File: src/rtl/xfer_cnt_pkg.sv
package xfer_cnt_pkg;
    typedef enum logic [1:0] {
        XS_IDLE = 2'd0,
        XS_RUN  = 2'd1,
        XS_REQ  = 2'd2
    } xfer_st_e;

    // low seven bits of the transfer-start command
    localparam logic [6:0] OP_XFER = 7'h10;
    // interrupt cause written on completion
    localparam logic [7:0] CAUSE_SVC = 8'h10;
endpackage

File: src/rtl/xfer_len_calc.sv
module xfer_len_calc #(
    parameter int CNT_W     = 16,
    parameter int CAP_LIMIT = 32
) (
    input  logic [CNT_W-1:0]        cnt,
    input  logic signed [CNT_W+1:0] resid,
    input  logic                    cap,
    output logic [CNT_W:0]          dmalen,
    output logic [CNT_W:0]          burst,
    output logic                    to_dev
);
    localparam int LEN_W = CNT_W + 1;
    localparam int RES_W = CNT_W + 2;

    logic [RES_W-1:0] mag;
    logic [RES_W-1:0] lim;

    always_comb begin
        dmalen = (cnt == '0) ? {1'b1, {CNT_W{1'b0}}} : {1'b0, cnt};
        to_dev = resid[RES_W-1];
        mag    = to_dev ? $unsigned(-resid) : $unsigned(resid);
        lim    = cap ? RES_W'(CAP_LIMIT) : mag;
        burst  = ({1'b0, dmalen} < lim) ? dmalen : lim[LEN_W-1:0];
    end
endmodule

File: src/rtl/xfer_cnt_regs.sv
module xfer_cnt_regs #(
    parameter int CNT_W = 16
) (
    input  logic             clk,
    input  logic             rst_n,
    input  logic             cnt_wr_lo,
    input  logic             cnt_wr_mid,
    input  logic [7:0]       cnt_wdata,
    input  logic             cmd_dma,
    input  logic             start,
    input  logic             irq_ack,
    input  logic             done_evt,
    output logic [CNT_W-1:0] host_cnt,
    output logic [CNT_W-1:0] cnt_rd,
    output logic             tc_flag,
    output logic [7:0]       intr_code,
    output logic             irq,
    output logic             side_clr
);
    import xfer_cnt_pkg::*;

    localparam int HI_W = CNT_W - 8;

    typedef struct packed {
        logic [7:0]      host_lo;
        logic [HI_W-1:0] host_mid;
        logic [CNT_W-1:0] rd_cnt;
        logic            tc;
        logic [7:0]      intr;
        logic            irq;
        logic            clr;
    } regs_s;

    regs_s q, d;

    always_comb begin
        d     = q;
        d.clr = 1'b0;
        if (cnt_wr_lo) begin
            d.host_lo = cnt_wdata;
            d.tc      = 1'b0;
        end
        if (cnt_wr_mid) begin
            d.host_mid = cnt_wdata[HI_W-1:0];
            d.tc       = 1'b0;
        end
        if (cmd_dma)
            d.rd_cnt = {q.host_mid, q.host_lo};
        if (start)
            d.tc = 1'b0;
        if (irq_ack) begin
            d.irq  = 1'b0;
            d.intr = '0;
        end
        if (done_evt) begin
            d.tc     = 1'b1;
            d.intr   = CAUSE_SVC;
            d.rd_cnt = '0;
            d.irq    = 1'b1;
            d.clr    = 1'b1;
        end
    end

    always_ff @(posedge clk) begin
        if (!rst_n) q <= '0;
        else        q <= d;
    end

    assign host_cnt  = {q.host_mid, q.host_lo};
    assign cnt_rd    = q.rd_cnt;
    assign tc_flag   = q.tc;
    assign intr_code = q.intr;
    assign irq       = q.irq;
    assign side_clr  = q.clr;

    // snapshot follows the host bytes after a DMA-flagged command
    a_r2_load_copy: assert property (@(posedge clk) disable iff (!rst_n)
        (cmd_dma && !done_evt) |=> (cnt_rd == $past(host_cnt)));

    // a count write drops terminal count
    a_r3_tc_clear: assert property (@(posedge clk) disable iff (!rst_n)
        ((cnt_wr_lo || cnt_wr_mid) && !done_evt) |=> !tc_flag);

    // completion state
    a_r7_complete: assert property (@(posedge clk) disable iff (!rst_n)
        done_evt |=> (irq && tc_flag && intr_code == CAUSE_SVC && cnt_rd == '0 && side_clr));

    // acknowledge clears the request, keeps terminal count
    a_r12_ack: assert property (@(posedge clk) disable iff (!rst_n)
        (irq_ack && !done_evt && !start && !cnt_wr_lo && !cnt_wr_mid)
        |=> (!irq && intr_code == 8'h00 && tc_flag == $past(tc_flag)));
endmodule

File: src/rtl/xfer_seq.sv
module xfer_seq #(
    parameter int CNT_W     = 16,
    parameter int CAP_LIMIT = 32
) (
    input  logic                    clk,
    input  logic                    rst_n,
    input  logic                    start,
    input  logic [CNT_W:0]          dmalen,
    input  logic [CNT_W:0]          burst,
    input  logic                    burst_to_dev,
    input  logic                    cap_in,
    input  logic                    resid_load,
    input  logic signed [CNT_W+1:0] resid_in,
    input  logic                    tgt_valid,
    input  logic [CNT_W:0]          tgt_len,
    input  logic                    mem_done,
    output logic                    mem_req,
    output logic [CNT_W:0]          mem_len,
    output logic                    mem_to_dev,
    output logic                    done_evt,
    output logic                    tgt_next,
    output logic                    cap_done,
    output logic signed [CNT_W+1:0] resid,
    output logic                    busy
);
    import xfer_cnt_pkg::*;

    localparam int LEN_W = CNT_W + 1;
    localparam int RES_W = CNT_W + 2;

    typedef struct packed {
        xfer_st_e          st;
        logic [LEN_W-1:0]  left;
        logic [LEN_W-1:0]  avail;
        logic [LEN_W-1:0]  loaded;
        logic [LEN_W-1:0]  chunk;
        logic signed [RES_W-1:0] resid;
        logic              to_dev;
        logic              cap;
        logic              nxt;
        logic              capd;
    } seq_s;

    seq_s q, d;

    logic [LEN_W-1:0]        chunk_min;
    logic [LEN_W-1:0]        left_nx;
    logic [LEN_W-1:0]        avail_nx;
    logic signed [RES_W-1:0] resid_nx;
    logic signed [RES_W-1:0] chunk_s;

    always_comb begin
        d        = q;
        d.nxt    = 1'b0;
        d.capd   = 1'b0;
        done_evt = 1'b0;
        chunk_min = (q.left < q.avail) ? q.left : q.avail;
        chunk_s   = $signed({1'b0, q.chunk});
        left_nx   = q.left - q.chunk;
        avail_nx  = q.avail - q.chunk;
        resid_nx  = q.to_dev ? (q.resid + chunk_s) : (q.resid - chunk_s);
        case (q.st)
            XS_IDLE: begin
                if (resid_load) begin
                    d.resid  = resid_in;
                    d.left   = '0;
                    d.loaded = '0;
                    d.avail  = '0;
                end else if (start) begin
                    d.loaded = dmalen;
                    d.left   = burst;
                    d.to_dev = cap_in ? 1'b1 : burst_to_dev;
                    d.cap    = cap_in;
                    if (burst != '0)
                        d.st = XS_RUN;
                end else if (tgt_valid) begin
                    d.avail = tgt_len;
                    if (q.loaded != '0 && (q.resid[RES_W-1] || q.resid == '0))
                        done_evt = 1'b1;
                end
            end
            XS_RUN: begin
                if (q.cap) begin
                    d.chunk = q.left;
                    d.st    = XS_REQ;
                end else if (q.avail != '0) begin
                    d.chunk = chunk_min;
                    d.st    = XS_REQ;
                end else if (tgt_valid) begin
                    d.avail = tgt_len;
                end
            end
            XS_REQ: begin
                if (mem_done) begin
                    if (q.cap) begin
                        d.capd   = 1'b1;
                        d.left   = '0;
                        d.resid  = '0;
                        d.loaded = '0;
                        d.cap    = 1'b0;
                        d.st     = XS_IDLE;
                    end else begin
                        d.left  = left_nx;
                        d.avail = avail_nx;
                        d.resid = resid_nx;
                        if (avail_nx == '0) begin
                            d.nxt = 1'b1;
                            if (q.to_dev || left_nx != '0 || resid_nx == '0) begin
                                d.st = (left_nx != '0) ? XS_RUN : XS_IDLE;
                            end else begin
                                done_evt = 1'b1;
                                d.st     = XS_IDLE;
                            end
                        end else begin
                            done_evt = 1'b1;
                            d.st     = XS_IDLE;
                        end
                    end
                end
            end
            default: d.st = XS_IDLE;
        endcase
    end

    always_ff @(posedge clk) begin
        if (!rst_n) begin
            q    <= '0;
            q.st <= XS_IDLE;
        end else begin
            q <= d;
        end
    end

    assign mem_req    = (q.st == XS_REQ);
    assign mem_len    = q.chunk;
    assign mem_to_dev = q.to_dev;
    assign tgt_next   = q.nxt;
    assign cap_done   = q.capd;
    assign resid      = q.resid;
    assign busy       = (q.st != XS_IDLE);

    // request fields stay put until acknowledged
    a_r10_req_hold: assert property (@(posedge clk) disable iff (!rst_n)
        (mem_req && !mem_done) |=> (mem_req && $stable(mem_len) && $stable(mem_to_dev)));

    // a chunk is never empty and never exceeds the bytes left
    a_r6_chunk_bound: assert property (@(posedge clk) disable iff (!rst_n)
        mem_req |-> (mem_len != '0 && mem_len <= q.left));

    // capture bursts respect the capture limit
    a_r4_cap_limit: assert property (@(posedge clk) disable iff (!rst_n)
        (mem_req && q.cap) |-> (mem_len <= LEN_W'(CAP_LIMIT)));

    // capture finish leaves a zero residual
    a_r11_cap_resid: assert property (@(posedge clk) disable iff (!rst_n)
        cap_done |-> (resid == '0 && !busy));
endmodule

File: src/rtl/xfer_count_engine.sv
module xfer_count_engine #(
    parameter int CNT_W     = 16,
    parameter int CAP_LIMIT = 32
) (
    input  logic                    clk,
    input  logic                    rst_n,
    input  logic                    cnt_wr_lo,
    input  logic                    cnt_wr_mid,
    input  logic [7:0]              cnt_wdata,
    input  logic                    cmd_valid,
    input  logic [7:0]              cmd_byte,
    input  logic                    capture_mode,
    input  logic                    resid_load,
    input  logic signed [CNT_W+1:0] resid_in,
    input  logic                    tgt_valid,
    input  logic [CNT_W:0]          tgt_len,
    output logic                    tgt_next,
    output logic                    mem_req,
    output logic                    mem_to_dev,
    output logic [CNT_W:0]          mem_len,
    input  logic                    mem_done,
    output logic [CNT_W-1:0]        cnt_rd,
    output logic                    tc_flag,
    output logic [7:0]              intr_code,
    output logic                    irq,
    input  logic                    irq_ack,
    output logic                    side_clr,
    output logic                    cap_done,
    output logic signed [CNT_W+1:0] resid_out,
    output logic                    busy
);
    import xfer_cnt_pkg::*;

    localparam int LEN_W = CNT_W + 1;
    localparam int RES_W = CNT_W + 2;

    logic                    cmd_dma;
    logic                    start;
    logic                    done_evt;
    logic [CNT_W-1:0]        host_cnt;
    logic [LEN_W-1:0]        dmalen;
    logic [LEN_W-1:0]        burst;
    logic                    burst_to_dev;
    logic signed [RES_W-1:0] resid;

    assign cmd_dma = cmd_valid && cmd_byte[7];
    assign start   = cmd_dma && (cmd_byte[6:0] == OP_XFER);

    xfer_cnt_regs #(.CNT_W(CNT_W)) u_regs (
        .clk       (clk),
        .rst_n     (rst_n),
        .cnt_wr_lo (cnt_wr_lo),
        .cnt_wr_mid(cnt_wr_mid),
        .cnt_wdata (cnt_wdata),
        .cmd_dma   (cmd_dma),
        .start     (start),
        .irq_ack   (irq_ack),
        .done_evt  (done_evt),
        .host_cnt  (host_cnt),
        .cnt_rd    (cnt_rd),
        .tc_flag   (tc_flag),
        .intr_code (intr_code),
        .irq       (irq),
        .side_clr  (side_clr)
    );

    xfer_len_calc #(.CNT_W(CNT_W), .CAP_LIMIT(CAP_LIMIT)) u_calc (
        .cnt   (host_cnt),
        .resid (resid),
        .cap   (capture_mode),
        .dmalen(dmalen),
        .burst (burst),
        .to_dev(burst_to_dev)
    );

    xfer_seq #(.CNT_W(CNT_W), .CAP_LIMIT(CAP_LIMIT)) u_seq (
        .clk         (clk),
        .rst_n       (rst_n),
        .start       (start),
        .dmalen      (dmalen),
        .burst       (burst),
        .burst_to_dev(burst_to_dev),
        .cap_in      (capture_mode),
        .resid_load  (resid_load),
        .resid_in    (resid_in),
        .tgt_valid   (tgt_valid),
        .tgt_len     (tgt_len),
        .mem_done    (mem_done),
        .mem_req     (mem_req),
        .mem_len     (mem_len),
        .mem_to_dev  (mem_to_dev),
        .done_evt    (done_evt),
        .tgt_next    (tgt_next),
        .cap_done    (cap_done),
        .resid       (resid),
        .busy        (busy)
    );

    assign resid_out = resid;
endmodule

File: config.mk
export PLATFORM = sky130hd
export DESIGN_NAME = xfer_count_engine
export DESIGN_NICKNAME = d
export VERILOG_FILES = /design/src/rtl/xfer_cnt_pkg.sv /design/src/rtl/xfer_len_calc.sv /design/src/rtl/xfer_cnt_regs.sv /design/src/rtl/xfer_seq.sv /design/src/rtl/xfer_count_engine.sv
export SDC_FILE = /design/constraint.sdc
export NUM_CORES = 1
export LEC_CHECK = 0
export BUFFER_PORTS_ARGS = -buffer_cell sky130_fd_sc_hd__buf_2
export CORE_MARGIN = 2
export CORE_UTILIZATION = 54
export CTS_CLUSTER_SIZE = 28
export DETAILED_ROUTE_END_ITERATION = 6
export PLACE_DENSITY = 0.87
export SLEW_MARGIN = 25
export SYNTH_ARGS = -nofsm -noshare
export SYNTH_HDL_FRONTEND = slang
export SYNTH_HIERARCHICAL = 1
export SYNTH_SLANG_ARGS = --single-unit
export TNS_END_PERCENT = 50
File: constraint.sdc
create_clock -name clk -period 5.4 [get_ports clk]
set_clock_uncertainty 0.1 [all_clocks]
set_input_delay 1.08 -clock clk [delete_from_list [all_inputs] [get_ports clk]]
set_output_delay 1.08 -clock clk [all_outputs]
set_load 0.005 [all_outputs]
==> Word-level counts from Yosys, hierarchy flattened <==
Index checks and enable logic that the tools add are counted.
{ "totals": {"reg_bits": 128, "in_bits": 61} }
{ "classes": {"eq_ne": 15, "n_bitwise": 4, "magnitude_cmp": 2, "n_addsub": 5, "n_reduce_logical": 32, "mux": 56} }
{ "ops": {"columns": ["cell", "count"], "rows": [
  ["2-to-1 mux 17 bit", 12],
  ["2-to-1 mux 18 bit", 6],
  ["case mux 17 bit (2 select lines)", 2],
  ["nonzero test 17 bit", 4],
  ["2-to-1 mux 53 bit", 1],
  ["2-to-1 mux 51 bit", 1],
  ["case mux 17 bit (3 select lines)", 1],
  ["2-to-1 mux 19 bit", 2],
  ["logical NOT 18 bit", 2],
  ["case mux 18 bit (2 select lines)", 1],
  ["subtractor 17 bit", 2],
  ["adder 18 bit", 1],
  ["< comparator 17 x 18 -> 1 bit", 1],
  ["2-to-1 mux 1 bit", 18],
  ["negation 18 bit", 1],
  ["subtractor 18 bit", 1],
  ["logical NOT 17 bit", 1],
  ["< comparator 17 bit", 1],
  ["logical NOT 16 bit", 1],
  ["2-to-1 mux 2 bit", 6],
  ["!= test 2 bit, second input constant", 6],
  ["AND reduction 3 bit", 4],
  ["2-to-1 mux 11 bit", 1],
  ["AND reduction 4 bit", 2],
  ["22 further kinds", 36]
]} }

==> Longest topological paths before layout <==
Gate-level depths: netlist (run 1).
{ "depth": {"ltp_word": 10, "mapped_depth": 23} }

==> Modules after synthesis <==
The synthesis (run 1) kept the hierarchy.
{ "by_module_without_submodules": {"columns": ["mod", "cells_per_inst", "area_per_inst_um2", "instances"], "rows": [
  ["xfer_seq", 997, 7782.5, 1],
  ["xfer_cnt_regs", 122, 1411.4, 1],
  ["xfer_len_calc", 173, 1192.4, 1],
  ["xfer_count_engine", 4, 25.0, 1]
]} }

==> Worst setup path before layout (run 1) <==
No wires, ideal clock.
{ "synth_timing": {"path_type": "reg2reg", "startpoint": "register u_seq.q (netlist bit u_seq/resid[1])", "endpoint": "register u_seq/q[90] in the netlist's numbering", "period_less_slack_ns": 5.274, "n_path_buf": 3, "required_ns": 5.241, "path_slack_ns": 0.126, "arrival_time_ns": 5.115, "path_stages_with_launch": 23, "path_cell_list": "dfxtp_1 > buf_4 > inv_1 > ha_1 > or4b_2 > clkbuf_1 > o41ai_1 > xor2_1 > or2_2 > ha_1 > nand2_1 > nor3_1 > o2111ai_1 > a21oi_2 > buf_6 > mux2i_1 > or4_1 > or3_1 > o21ai_0 > a21oi_1 > a211oi_1 > a21boi_0 > a31o_1"} }
{ "synth_between": {"word_cells_on_any_way": 18} }
{ "synth_rtl": {"columns": ["item", "line", "text"], "rows": [
  ["start: declaration", "xfer_seq.sv:44", "seq_s q, d;"],
  ["negation 18 bit", "xfer_len_calc.sv:21", "mag = to_dev ? $unsigned(-resid) : $unsigned(resid);"],
  ["2-to-1 mux 18 bit *", "xfer_len_calc.sv:21", null],
  ["2-to-1 mux 18 bit *", "xfer_len_calc.sv:22", "lim = cap ? RES_W'(CAP_LIMIT) : mag;"],
  ["< comparator 17 x 18 -> 1 bit", "xfer_len_calc.sv:23", "burst = ({1'b0, dmalen} < lim) ? dmalen : lim[LEN_W-1:0];"],
  ["2-to-1 mux 17 bit *", "xfer_len_calc.sv:23", null],
  ["net burst[14]", "xfer_count_engine.sv:42", "logic [LEN_W-1:0] burst;"],
  ["nonzero test 17 bit *", "xfer_seq.sv:74", "if (burst != '0)"],
  ["!= test 2 x 1 -> 1 bit (no source line) *", null, null],
  ["AND reduction 5 bit (no source line) *", null, null]
]} }
Mark *: on every way through the listed nets, which the timed path passes. The rest lies on a longest branch. The select of a mux whose other input is x is not followed.
A chain may end at the register's enable or synchronous reset.

==> Final worst setup path (run 1) <==
Same ends and word-level chain as after synthesis.

==> results of run 1 <==
## through the flow
step                hold slack [ns]  power (mW)  cell area (um^2)  std cells
global placement              0.339        7.30             10900       1598
CTS                           0.353        8.60             11500       1630
global route                  0.365        9.40             11600       1631
finish                        0.353        8.82             11600       1632
detailed placement            0.344        7.39             10900       1598
floorplan                     0.332        6.01             10400       1302
## cells by family (layout without fill, tap and decap cells)
logic type               after synthesis  count (layout)  synth area share (%)
flip-flops                           127             127                  24.4
AND/OR/NAND/NOR                      373             373                  18.4
AO/OA/AOI/OAI                        360             360                  22.8
XOR/XNOR                              65              65                  5.54
multiplexers                          86              86                  8.30
buffers and inverters                193             262                  9.36
adder cells (fa/ha/maj)               91              91                  11.2
other                                  1               8                0.0360
## area by class of cell
cell class / instances / area, um^2
fill: 1569 / 7240
multi-input combinational: 982 / 6990
sequential: 127 / 2540
timing repair buffer: 153 / 852
clock buffer: 17 / 425
tap: 260 / 325
inverter: 77 / 289
clock inverter: 15 / 165
antenna: 1 / 2.50
## sequential cells by signal, indices dropped and copies added (netlist names)
| register | count |
|---|---|
| u_seq/cap_done | 1 |
| u_regs/cnt_rd | 16 |
| u_seq/mem_len | 17 |
| u_seq/resid | 18 |
| u_seq/q | 54 |
| u_regs/host_cnt | 16 |
| u_regs/intr_code | 1 |
| u_regs/tc_flag | 1 |
| u_regs/side_clr | 1 |
| u_seq/tgt_next | 1 |
| u_seq/mem_to_dev | 1 |
## repair_timing
action | in CTS | in global routing
setup endpoints to repair | 0 | 1
resized for setup | 0 | 10
setup buffers | 0 | 1
hold buffers | 0 | 0
## report_power, final
group	leakage [nW]	total, mW	internal (mW)	switching [mW]
sequential	1.04	1.36	1.11	0.251
clock	0.292	1.15	0.620	0.531
combinational	3.69	6.31	2.54	3.77
total	5.02	8.82	4.27	4.55
## metal layers
metal,up-vias,routed length (um)
met1,4867,13400
met4,2,1240
li1,4788,-
met2,616,15000
met3,104,3380
met5,-,16
## cell usage in the layout (no fill, tap or decap), types with 5 or more instances in the layout
cell and instances:
a211oi_1 38, a211oi_2 5, a21o_1 20, a21oi_1 102, a22oi_1 31, a31oi_1 9, and2_1 6, and2b_1 7
and3_1 9, buf_2 120, buf_4 32, clkbuf_16 17, conb_1 7, dfxtp_1 127, ha_1 88, inv_1 75
inv_8 6, mux2i_1 82, nand2_1 50, nand2b_1 8, nand3_1 37, nand4_1 16, nor2_1 121, nor2b_1 20
nor3_1 18, nor4_1 25, o211ai_1 10, o21a_1 6, o21ai_0 72, o21bai_1 6, o221ai_1 16, or2_2 10
or3_1 9, or4_1 5, xnor2_1 42, xor2_1 22
## worst paths after layout
path | from | end | cells after the start
setup reg to reg | u_seq/resid[1]$_SDFFE_PN0P_ | u_seq/q[90]$_SDFFE_PN0P_ | 19
hold reg to reg | u_seq/q[51]$_SDFFE_PN0P_ | u_seq/q[51]$_SDFFE_PN0P_ | 2
setup / recovery | u_seq/resid[1]$_SDFFE_PN0P_ | u_seq/q[90]$_SDFFE_PN0P_ | 19
hold / removal | u_seq/q[51]$_SDFFE_PN0P_ | u_seq/q[51]$_SDFFE_PN0P_ | 2
## critical path: cells and delay by family (launching register included)
family | cells | cell delay, ns
and+or+nand+nor | 6 | 2.28
AOI/OAI and AO/OA | 9 | 1.41
muxes | 2 | 0.44
DFF | 1 | 0.36
adders and majority gates | 1 | 0.29
buffers and inverters | 1 | 0.18
==> results.cfg, run 1 <==
[placed_design]
dp_hpwl_mm = 24.3
gp_congestion = 0.978
port_buffers = 120
post-place-ws_ns = 0.151

[sta]
setup_violations = 0
final_hold_viol_count = 0
fin_crit_ns = 5.19
setup_tns_ns = 0
period_share_pct = 96.2
max-slew-margin-rel_pct = 30.5
final.setup.worst_slack_ns = 0.207
clock.fmax_mhz = 193
tightest_slew_ns = 1.04
slew_violations = 0

[logic_synthesis]
synth_seq_cells = 127
ys_warn_count = 6
avgSynthCellArea_um2 = 8.03
synth_area_mm2 = 0.0104
ys.flop_type = dfxtp_1
synthTopCellsByCount = dfxtp_1 (127), nor2_1 (125), a21oi_1 (102)
syn_inst = 1296
yosysMostFrequentCell = dfxtp_1
yosys-top-cells-area = dfxtp_1 (24%), ha_1 (11%), mux2i_1 (8.0%)
synth_top_area_share_pct = 24.4
seq_area_frac_synth_pct = 24.4
synth_edf_count = 0
yosysTopAreaCell = dfxtp_1
synth.distinct_cells = 78
synthArstFlopShare_pct = 0

[worst_setup_path]
worstPathRequired_ns = 5.62
rrSetupSlack_ns = 0.21
cp_max_fo = 7
worst_ep_arrival_time_ns = 5.42
cp_slowest_cell = or4_4
worstPathCellList = or4_4 -> or4_4 -> o21ai_1 -> mux2i_1 -> ha_1 -> nand3_1 -> o221ai_1 -> a211oi_2 -> a21oi_2 -> buf_4 -> mux2i_1 -> or4_1 -> or3_1 -> o21ai_0 -> a21oi_1 -> nor2_1 -> a211oi_2 -> a21boi_1 -> a31o_1
path_class = reg -> reg
max_stage_delay_ns = 0.57
critPathLaunchType = register
crit_path_end_kind = register

[clock_network]
cts_buffers = 17
cts.clk_slew.worst_paths_ns = 0.07
h-tree-depth = 4
cts.sink_count = 127
ctsRootBufferMaster = clkbuf_16
cts.path.max_buffers = 2
cts_tree = yes
insertion_delay_ns = 0.43

[die]
pin_count = 128
die_w_um = 143
core.rowCount = 50
die_y_um = 143
dieArea_mm2 = 0.0204
core_area_mm2 = 0.0188
start_util_pct = 55.3

[global_routing]
first_global_vias = 9748
use_met3_pct = 7.18
grt_max_degree = 54
met1_usage_pct = 41.2
top_usage_layer = met2
antenna_found_initial = 2
grt_first_pass_wirelength_mm = 50.9
grt_use_total_pct = 31.6
met2_usage_pct = 49.9
overflow = 0

[hold_path]
hold_path_class = reg -> reg

[flow_run]
drv_cap = 0

[power]
peakVddDrop_mv = 0.358
leakage_nw = 5.02
p_per_area_mw_per_mm2 = 761

[finish]
syn2layout_area_growth_pct = 11.3
final_layout_size_suffix_gt1_share_pct = 17.2
nNetsFinal = 1510
final_util_pct = 61.5

[detailed_routing]
routed_wl_mm = 33.0
wire_per_inst_um = 20.2
drt-pass1-iter-count = 6
vias_per_cell = 6.36
drc_errors = 0
ant_nets = 0
drtIter0Drc = 1264
vias = 10400

[status]
status = completed
Note: power is estimated with default switching activity, not from simulation.
==> run 2, diff against run 1 <==
--- a/config.mk
+++ b/config.mk
@@ -14,6 +14,5 @@
 export SLEW_MARGIN = 25
 export SYNTH_ARGS = -nofsm -noshare
 export SYNTH_HDL_FRONTEND = slang
-export SYNTH_HIERARCHICAL = 1
 export SYNTH_SLANG_ARGS = --single-unit
 export TNS_END_PERCENT = 50
==> constraint.sdc (replaced) <==
create_clock -name clk -period 5.4 [get_ports clk]
set_clock_uncertainty 0.1 [all_clocks]
set_input_delay 0.81 -clock clk [delete_from_list [all_inputs] [get_ports clk]]
set_output_delay 0.81 -clock clk [all_outputs]
set_load 0.005 [all_outputs]
==> results.cfg, run 2 <==
[status]
status = completed

[sta]
tightest_slew_ns = 0.913
max-slew-margin-rel_pct = 39.0
final_hold_viol_count = 0
clock.fmax_mhz = 215
slew_violations = 0
fin_crit_ns = 4.65
setup_violations = 0
rsz0062_at_grt = false
period_share_pct = 86.1
setup_tns_ns = 0

[global_routing]
first_global_vias = 10100
use_met3_pct = 6.85
grt_use_total_pct = 33.1
met1_usage_pct = 41.0
antenna_found_initial = 1
met2_usage_pct = 52.7
grt_first_pass_wirelength_mm = 53.2
grt_max_degree = 66
top_usage_layer = met2
overflow = 0

[finish]
final_common_cell = nor2_1
syn2layout_area_growth_pct = 9.16
diodes = 0
nNetsFinal = 1544
largest-register = u_seq.q
instances_no_fill = 1670
largest_register_ffs = 54
fill_cells = 1691
final_layout_size_suffix_gt1_share_pct = 13.8
layout_common_cells = nor2_1 (137), dfxtp_1 (127), buf_2 (120)

[logic_synthesis]
synth_top_area_share_pct = 24.0
synthTopCellsByCount = nor2_1 (139), dfxtp_1 (127), a21oi_1 (103)
yosys-top-cells-area = dfxtp_1 (24%), ha_1 (10%), mux2i_1 (7.3%)
synth_seq_cells = 127
syn_inst = 1364
synthArstFlopShare_pct = 0
ys.flop_type = dfxtp_1
seq_area_frac_synth_pct = 24.0
synth.distinct_cells = 70
avgSynthCellArea_um2 = 7.76
synth_edf_count = 0
yosysTopAreaCell = dfxtp_1
synth_area_mm2 = 0.0106
yosysMostFrequentCell = nor2_1
ys_warn_count = 0

[worst_setup_path]
path_class = reg -> reg
critPathLaunchType = register
crit_path_end_kind = register
cp_max_fo = 22
worst_ep_arrival_time_ns = 4.89
worstPathRequired_ns = 5.64

[clock_network]
h-tree-depth = 4
cts_resized = 0
cts_tree = yes
insertion_delay_ns = 0.45
post_cts_buffers = 0
cts.clk_slew.worst_paths_ns = 0.07
holdBufCountCts = 0
cts.sink_count = 127
cts_buffers = 17
ctsRootBufferMaster = clkbuf_16
cts.path.max_buffers = 2

[die]
core_area_mm2 = 0.0193
start_util_pct = 54.8
die_y_um = 144
die_w_um = 144
dieArea_mm2 = 0.0207
core.rowCount = 51
pin_count = 128

[placed_design]
dp_hpwl_mm = 25.3
place_inst = 1638
port_buffers = 120
gp_congestion = 0.984

[power]
p_per_area_mw_per_mm2 = 790
peakVddDrop_mv = 0.399
leakage_nw = 4.99
power.total_mw = 9.12

[detailed_routing]
vias_per_cell = 6.53
vias = 10900
drc_errors = 0
ant_nets = 0
drtIter0Drc = 1137
routed_wl_mm = 34.7
wire_per_inst_um = 20.8
drt-pass1-iter-count = 6

[hold_path]
hold_path_class = reg -> reg

[flow_run]
drv_cap = 0
-- run 2: changes by cell type in the layout (fill, tap and decap cells not counted), sizes merged, moves of 6 or more --
cell    before  now
a22oi       31   11
buf        153  133
nand2       50   67
nor2       125  140
nor4        26   39
inv         84   95
nor2b       21   11
o21a         6   16
a31oi        9   17
a221oi       0    7
and2b        7    0
mux2i       83   77
-- run 2: final cells by class --
cell class              count  area [um^2]  area share [%]
multi-input cells        1027         7090            61.4
flip-flops and latches    127         2540            22.0
repair buffers            133          698            6.04
clock buffers              17          425            3.68
well taps                 265          332            2.87
inverters                  86          323            2.79
clock inverters            15          144            1.25
-- run 2: worst paths after layout --
kind | start | end | slack [ns] | cells past startpoint
setup / recovery | u_seq.mem_to_dev$_SDFFE_PN0P_ | u_regs.cnt_rd[10]$_SDFFE_PP0P_ | 0.75 | 11
hold / removal | u_seq.q[52]$_SDFFE_PN0P_ | u_seq.q[52]$_SDFFE_PN0P_ | 0.36 | 2
hold reg to reg | u_seq.q[52]$_SDFFE_PN0P_ | u_seq.q[52]$_SDFFE_PN0P_ | 0.36 | 2
setup reg to reg | u_seq.mem_to_dev$_SDFFE_PN0P_ | u_regs.cnt_rd[10]$_SDFFE_PP0P_ | 0.75 | 11
-- run 2: logic make-up after synthesis --
family	after synthesis	synth area share (%)
buffers and inverters	216	9.46
multiplexers	82	7.85
XOR/XNOR	71	5.87
other	1	0.0354
flip-flops	127	24.0
AND/OR/NAND/NOR	390	18.0
AO/OA/AOI/OAI	386	23.8
adder cells (fa/ha/maj)	91	11.0
-- run 2: layer usage --
| metal | vias to the layer above | wire length [um] |
|---|---|---|
| li1 | 4994 | - |
| met1 | 5052 | 13500 |
| met2 | 688 | 15500 |
| met3 | 173 | 3380 |
| met4 | 2 | 2250 |
| met5 | - | 11 |
-- run 2: worst max-delay path, stage by stage (launching register included) --
cell	delay [ns]
dfxtp_1	0.83
mux2_2	0.45
fa_1	0.44
a211oi_1	0.36
o21bai_1	0.26
a21oi_1	0.23
xor2_1	0.34
o31ai_1	0.15
nor4_1	0.43
nand4_1	0.20
a31o_2	0.39
nor4_1	0.34
-- run 2: per-stage QoR --
step | hold slack (ns) | util (%) | worst slack, ns | cell area (um^2)
detailed placement | 0.345 | 56.8 | 0.849 | 11000
floorplan | 0.332 | - | 1.54 | 10600
finish | 0.361 | 59.8 | 0.750 | 11600
CTS | 0.359 | 59.7 | 0.807 | 11500
global route | 0.380 | 59.8 | 0.519 | 11600
global placement | 0.339 | 56.8 | 0.941 | 11000
-- run 2: report_power, final --
| part | internal [mW] | switching (mW) |
|---|---|---|
| Combinational | 2.65 | 3.94 |
| Sequential | 1.10 | 0.288 |
| Clock | 0.613 | 0.532 |
